==> config.mk <==
export PLATFORM = sky130hd
export DESIGN_NAME = hlo_tx_overlay
export DESIGN_NICKNAME = d
export VERILOG_FILES = /design/src/rtl/hlo_pkg.sv /design/src/rtl/hlo_window_check.sv /design/src/rtl/hlo_overlay_build.sv /design/src/rtl/hlo_out_stage.sv /design/src/rtl/hlo_tx_overlay.sv
export SDC_FILE = /design/constraint.sdc
export NUM_CORES = 1
export LEC_CHECK = 0
export BUFFER_PORTS_ARGS = -buffer_cell sky130_fd_sc_hd__buf_2
export CORE_UTILIZATION = 30
export DETAILED_ROUTE_END_ITERATION = 10
export GPL_TIMING_DRIVEN = 0
export PLACE_DENSITY = 0.62
export SLEW_MARGIN = 25
export SYNTH_ARGS = -nofsm -noshare
export SYNTH_HDL_FRONTEND = slang
export SYNTH_HIERARCHICAL = 1
export SYNTH_SLANG_ARGS = --single-unit
==> constraint.sdc <==
create_clock -name clk -period 2.9 [get_ports clk]
set_input_delay 0.58 -clock clk [delete_from_list [all_inputs] [get_ports clk]]
set_output_delay 0.58 -clock clk [all_outputs]
set_load 0.03 [all_outputs]
==> src/rtl/hlo_pkg.sv <==
package hlo_pkg;

    localparam int ADDR_W     = 32;
    localparam int PRIV_W     = 4;
    localparam int WIN_W      = 28;
    localparam int TAG_W      = ADDR_W - WIN_W;
    localparam int SEL_W      = 4;
    localparam int CFG_W      = 3 * SEL_W;
    localparam int FIELD_BASE = 16;
    localparam int KEEP_BASE  = 17;
    localparam logic [TAG_W-1:0] WIN_TAG = TAG_W'(4);

    typedef struct packed {
        logic [SEL_W-1:0] keep_sel;
        logic [SEL_W-1:0] sec_pos;
        logic [SEL_W-1:0] priv_pos;
    } ovl_cfg_t;

    typedef struct packed {
        logic [ADDR_W-1:0] addr;
        logic [PRIV_W-1:0] priv;
        logic              secure;
    } tx_req_t;

    typedef enum logic [1:0] {
        RES_NONE = 2'd0,
        RES_WORD = 2'd1,
        RES_ERR  = 2'd2
    } res_kind_e;

    function automatic logic bit_kept(input int b, input logic [SEL_W-1:0] k);
        return b < (int'(k) + KEEP_BASE);
    endfunction

    function automatic logic priv_covers(input int b, input logic [SEL_W-1:0] p);
        int lo;
        lo = int'(p) + FIELD_BASE;
        return (p != '0) && (b >= lo) && (b < lo + PRIV_W);
    endfunction

    function automatic logic sec_covers(input int b, input logic [SEL_W-1:0] s);
        return (s != '0) && (b == int'(s) + FIELD_BASE);
    endfunction

    function automatic logic priv_pick(input int b, input logic [SEL_W-1:0] p,
                                       input logic [PRIV_W-1:0] priv);
        logic [PRIV_W-1:0] sh;
        sh = priv >> (b - (int'(p) + FIELD_BASE));
        return sh[0];
    endfunction

endpackage

==> src/rtl/hlo_window_check.sv <==
module hlo_window_check #(
    parameter int ADDR_W = 32,
    parameter int WIN_W  = 28,
    parameter logic [ADDR_W-WIN_W-1:0] TAG = '0
) (
    input  logic [ADDR_W-1:0] addr,
    output logic              in_win
);
    localparam int TAG_W = ADDR_W - WIN_W;
    logic [TAG_W-1:0] upper;
    assign upper  = addr[ADDR_W-1:WIN_W];
    assign in_win = (upper == TAG);
endmodule

==> src/rtl/hlo_overlay_build.sv <==
module hlo_overlay_build
    import hlo_pkg::*;
(
    input  tx_req_t           req,
    input  ovl_cfg_t          cfg,
    output logic [ADDR_W-1:0] word
);
    for (genvar b = 0; b < ADDR_W; b++) begin : g_bit
        logic from_sec, from_priv, from_addr;
        assign from_sec  = sec_covers(b, cfg.sec_pos);
        assign from_priv = priv_covers(b, cfg.priv_pos);
        assign from_addr = bit_kept(b, cfg.keep_sel);
        assign word[b] = from_sec  ? req.secure :
                         from_priv ? priv_pick(b, cfg.priv_pos, req.priv) :
                         from_addr ? req.addr[b] : 1'b0;
    end
endmodule

==> src/rtl/hlo_out_stage.sv <==
module hlo_out_stage #(
    parameter int W = 32
) (
    input  logic         clk,
    input  logic         rst,
    input  logic         take_word,
    input  logic         take_err,
    input  logic [W-1:0] word_in,
    output logic         in_ready,
    output logic         out_valid,
    input  logic         out_ready,
    output logic [W-1:0] out_word,
    output logic         err_valid
);
    assign in_ready = !out_valid || out_ready;

    always_ff @(posedge clk) begin
        if (rst) begin
            out_valid <= 1'b0;
            out_word  <= '0;
            err_valid <= 1'b0;
        end else begin
            err_valid <= take_err;
            if (take_word) begin
                out_valid <= 1'b1;
                out_word  <= word_in;
            end else if (out_ready) begin
                out_valid <= 1'b0;
            end
        end
    end
endmodule

==> src/rtl/hlo_tx_overlay.sv <==
module hlo_tx_overlay
    import hlo_pkg::*;
(
    input  logic              clk,
    input  logic              rst,
    input  logic              in_valid,
    output logic              in_ready,
    input  logic [ADDR_W-1:0] in_addr,
    input  logic [PRIV_W-1:0] in_priv,
    input  logic              in_secure,
    input  logic [CFG_W-1:0]  cfg_overlay,
    output logic              out_valid,
    input  logic              out_ready,
    output logic [ADDR_W-1:0] out_word,
    output logic              err_valid
);
    tx_req_t           req;
    ovl_cfg_t          cfg;
    logic              in_win;
    logic [ADDR_W-1:0] built;
    res_kind_e         kind;

    assign req = '{addr: in_addr, priv: in_priv, secure: in_secure};
    assign cfg = ovl_cfg_t'(cfg_overlay);

    hlo_window_check #(.ADDR_W(ADDR_W), .WIN_W(WIN_W), .TAG(WIN_TAG)) u_win (
        .addr   (in_addr),
        .in_win (in_win)
    );

    hlo_overlay_build u_build (
        .req  (req),
        .cfg  (cfg),
        .word (built)
    );

    always_comb begin
        kind = RES_NONE;
        if (in_valid && in_ready) kind = in_win ? RES_WORD : RES_ERR;
    end

    hlo_out_stage #(.W(ADDR_W)) u_out (
        .clk       (clk),
        .rst       (rst),
        .take_word (kind == RES_WORD),
        .take_err  (kind == RES_ERR),
        .word_in   (built),
        .in_ready  (in_ready),
        .out_valid (out_valid),
        .out_ready (out_ready),
        .out_word  (out_word),
        .err_valid (err_valid)
    );
endmodule

# == Word level (Yosys, flattened, before mapping) ==
# Index checks and enable logic that the tools add are counted.
# W data, S select, Z words.
# totals
register_bits,34
input_bits,53
out_inout_bits,35
wordCells,404
# classes
add_sub_neg,36
n_lt_le_gt_ge,96
eq_ne,34
shift,32
mux,100
reduce_logical,103
# ops
cell,count
$lt A6 B32 Y1 const A,32
$shr A4 B32 Y1,32
$eq A6 B32 Y1 const A,16
$ge A6 B32 Y1 const A,16
$lt A5 B32 Y1 const A,16
$sub A6 B32 Y32 const A,16
$eq A5 B32 Y1 const A,8
$ge A5 B32 Y1 const A,8
$lt A4 B32 Y1 const A,8
$sub A5 B32 Y32 const A,8
$eq A4 B32 Y1 const A,4
$ge A4 B32 Y1 const A,4
$lt A3 B32 Y1 const A,4
$sub A4 B32 Y32 const A,4
$mux W1,98
$logic_and A1 B1 Y1,97
$eq A3 B32 Y1 const A,2
$ge A3 B32 Y1 const A,2
$lt A1 B32 Y1 const A,2
$lt A2 B32 Y1 const A,2
$sub A3 B32 Y32 const A,2
$add A32 B4 Y32 const B,1
$eq A2 B32 Y1 const A,1
$ge A1 B32 Y1 const A,1
other kinds (13),17

# == Logic depth before layout (Yosys ltp) ==
# logic_depth
depth_word,6
mapped_depth,15
mapped_depth_nobuf,14

# == By module ==
# Netlist, hierarchy kept.
# modules_own_cells
mod,instances,cells_each,area_per_inst_um2,seq_area_each_um2
hlo_overlay_build,1,307,2054.5,0.0
hlo_out_stage,1,110,1231.2,680.7
hlo_tx_overlay,1,2,16.3,0.0
hlo_window_check,1,1,15.0,0.0

# == Worst setup path before layout ==
# No wires, ideal clock.
# synth_timing
path_kind,input-to-reg
start,in cfg_overlay[2]
end,reg u_out.out_word[26]
setup_ns,0.128
arrival_time_ns,2.867
t_required_ns,2.772
slack_ns,-0.095
stages,15
path_cell_list,clkbuf_1 inv_1 ha_1 nor2b_1 nor2_1 ha_1 inv_1 ha_1 xnor2_1 a21oi_1 nor3_1 nor3_1 a221o_1 mux2i_1 nor2_1
# synth_between
elab_chain_len,6
word_cells_on_any_way,11
cone_classes,3 x add/sub; 2 x order compare; 1 x shift; 2 x mux; 3 x reduce/logical
# synth_rtl
element,line_no,source
start: declaration,hlo_tx_overlay.sv:11,"input logic [CFG_W-1:0] cfg_overlay,"
$add A4 B5 Y6,"hlo_pkg.sv:37, hlo_pkg.sv:48",
$add A32 B4 Y32 or $ge A6 B32 Y1 (tied branches),hlo_pkg.sv:38,return (p != '0) && (b >= lo) && (b < lo + PRIV_W);
$lt A6 B32 Y1 or $logic_and A1 B1 Y1 (tied branches),hlo_pkg.sv:38,
$logic_and A1 B1 Y1,hlo_pkg.sv:38,
$mux W1 *,hlo_overlay_build.sv:14,"from_priv ? priv_pick(b, cfg.priv_pos, req.priv) :"
$mux W1 *,hlo_overlay_build.sv:13,assign word[b] = from_sec ? req.secure :
named net built[26],hlo_tx_overlay.sv:20,logic [ADDR_W-1:0] built;
end signal: assignment,hlo_out_stage.sv:26,out_word <= word_in;
end: declaration,hlo_out_stage.sv:12,"output logic [W-1:0] out_word,"
# The timed path passes the listed nets; every way through them passes the cells marked *.
# A chain may end at the register's enable or synchronous reset.

# == Worst setup path in the final report ==
# Ends and elaborated chain as after synthesis.

==> reports/results.txt <==
status: finished, final reports clean
Slew HR: 53.1%
pwr dens: 307 nW/um^2
CTS clk-pin slew, worst paths: 0.07 ns
Synth area leader: dfxtp_1
die boundary width: 107 um
starting density of the core: 30.7%
Critical Path Source: cfg_overlay[2]
post-synthesis sequential area ratio: 20.5%
Post-Synth XOR/XNOR Area: 2.11%
asr flop ratio synth: 0%
post-placement cell area: 3870 um^2
Sw Share: 33.0%
Initial DRC Count: 303
Final ANT Viol Nets: 0
compound-gate portion of the synthesized area: 13.5%
CP required: 3.06 ns
CTS tree: built
leakage: 0.00172 uW
most common cell after layout, fill and taps aside: buf_2
clock tree root driver cell: clkbuf_8
I/O pins: 88
Clk pwr share: 28.6%
DR DRC count: 0
remaining global-route overflow: 0
type of the tightest min-delay check: reg -> reg
fin crit share: 95.2%
worst r2r src: u_out/out_valid
final hold vios: 0
Main synth FF type: dfxtp_1
dpl ws: -0.567 ns
Core ar.: 10800 um^2
critical path peak fanout: 9
Hold WS: 0.489 ns
first-pass GRT wire length: 15600 um
internal power: 841 uW
Pre-antenna DRT Iters: 4
Mapped Area: 3320 um^2
Max Cap Violations: 0
IO Port Bufs: 75
vias in the first global route: 3034
final worst setup slack: 0.140 ns
Worst-Margin Slew: 0.698 ns
peak supply drop: 184 uV
Die Area: 11500 um^2
mux cell area share after synthesis: 13.1%
largest cells by area after synthesis: dfxtp_1 21%, ha_1 14%, mux2i_1 10%
YS warnings: 6
diodes inserted: 0
setup violators final: 0
clk_skew: 0.00612 ns
Mean Syn Cell Area: 7.90 um^2
CTS Buffer Depth: 2
EDFF count, synth: 0
Post-Synthesis Cells: 420
H-tree Lvls: 2
via count: 3294
area grow syn2layout: 23.2%
Yosys cell types: 58
Detailed Route WL: 9950 um
most frequent cells in the layout: 79 x buf_2, 49 x nor2_1, 34 x dfxtp_1, 33 x mux2i_1
post-synth top area share: 20.5%
CP Class: in -> reg
crit end category: register
Placer Congestion: 0.966
Seq pwr share: 37.8%
hold_buf cts: 0
clock sink count: 34
Comb pwr share: 33.6%
R2R cell count: 6
post-route design area: 4090 um^2
GRT Overall Usage: 17.2%
fin crit period: 2.76 ns
antenna violations before repair: 0
Fmax: 0.362 GHz
Tot Pwr: 1260 uW
Synthesized Nets: 509
Synth Area in Adders: 14.2%
layout cells sized above 1: 24.7%
min-delay src: u_out/out_word[14]
worst hold path cell count: 2
crit path DAT: 2.92 ns
Nets: 595
cell row count: 38
Post-Synth Simple-Gate Area: 28.0%
via/cell ratio: 5.09
pin count of the biggest net entering global routing: 18
Startpoint Class: input pin
clock insertion delay at the later pin of the skew report: 0.28 ns
Die Ht: 107 um
Yosys reg bits: 34
Slew Viols, Final: 0
hpwl dp: 8020 um
NetSw: 415 uW
largest family of logic cells by synthesized area: simple AND/OR/NAND/NOR gates
TritonCTS Buffers: 5
WL/cell: 15.4 um
[per-stage QoR]
step           utilization, %  setup TNS [ns]  cells
6_report                 37.9               0    647
3_5_place_dp             35.8           -3.46    635
5_1_grt                  37.9         -0.0205    647
3_3_place_gp             35.8           -3.33    635
2_1_floorplan               -               0    420
4_1_cts                  37.2               0    643
[layer usage]
layer | vias up | GRT usage [%] | part of all wire, %
met1 | 1528 | 24.6 | 48
li1 | 1649 | - | -
met2 | 107 | 27.1 | 44
met5 | - | 0 | 0
met3 | 10 | 2.86 | 6.6
met4 | 0 | 3.13 | 1.1
[synth_stat cells, types with 3 or more instances]
library cell / number
xnor2_1: 6
nand2_1: 33
and3b_1: 3
nor2b_1: 12
o21bai_1: 3
mux4_2: 3
a31oi_1: 6
clkbuf_1: 17
o21ai_0: 13
mux2i_1: 33
buf_2: 7
and2_1: 9
nand2b_1: 12
nor4_1: 4
buf_12: 3
nand4b_1: 3
inv_1: 22
o21a_1: 3
dfxtp_1: 34
a21o_1: 3
ha_1: 36
nor2_1: 50
nor3_1: 16
a21oi_1: 21
nand4_1: 7
nor3b_1: 3
nand3_1: 13
or3_1: 3
[power groups by stage]
stage	Clock, uW	Sequential (uW)	Combinational, uW
4_1_cts	371	475	404
6_report	360	475	422
3_5_place_dp	0	485	393
3_3_place_gp	0	485	390
2_1_floorplan	0	496	258
5_1_grt	395	475	464
[cell families (layout without fill, tap and decap cells)]
family	count (synthesis)	after routing
flip-flops	34	34
multiplexers	38	38
AO/OA/AOI/OAI	69	69
adder cells (fa/ha/maj)	38	38
buffers and inverters	54	141
AND/OR/NAND/NOR	179	179
XOR/XNOR	8	8
[worst max-delay path, cell delays in order]
cell and delay, ns:
buf_6 0.12, buf_8 0.14, inv_4 0.08, ha_1 0.17, nor2b_1 0.14, nor2_2 0.12
ha_2 0.22, inv_1 0.05, ha_1 0.30, xnor2_1 0.16, a21oi_1 0.07, nor3_2 0.22
nor3_1 0.08, a221o_1 0.28, mux2i_1 0.13, nor2_1 0.05
[repair_timing]
action	4_1_cts	5_1_grt
setup buffers	1	4
pin swaps	1	2
cloned	0	0
endpoints found under the setup margin	6	6
gates resized for setup	12	14
[final cells by class]
type | instances | area, um^2
Clock inverter | 2 | 12.5
Fill cell | 1143 | 6710
Inverter | 22 | 92.6
Clock buffer | 6 | 82.6
Timing Repair Buffer | 80 | 425
Tap cell | 140 | 175
Sequential cell | 34 | 681
Buffer | 31 | 214
Multi-Input combinational cell | 332 | 2400
[state kept, by name, summed over array words and instances, names as in the netlist]
signal / flops
u_out/out_word: 32
u_out/out_valid: 1
u_out/err_valid: 1
[final timing paths]
check,endpoint,slack (ns)
hold reg to reg,u_out/out_word[14],0.49
setup / recovery,u_out/out_word[26],0.14
setup reg to reg,u_out/out_word[25],1.61
hold / removal,u_out/out_word[14],0.49
No activity file was read; power rests on OpenSTA's default activity.
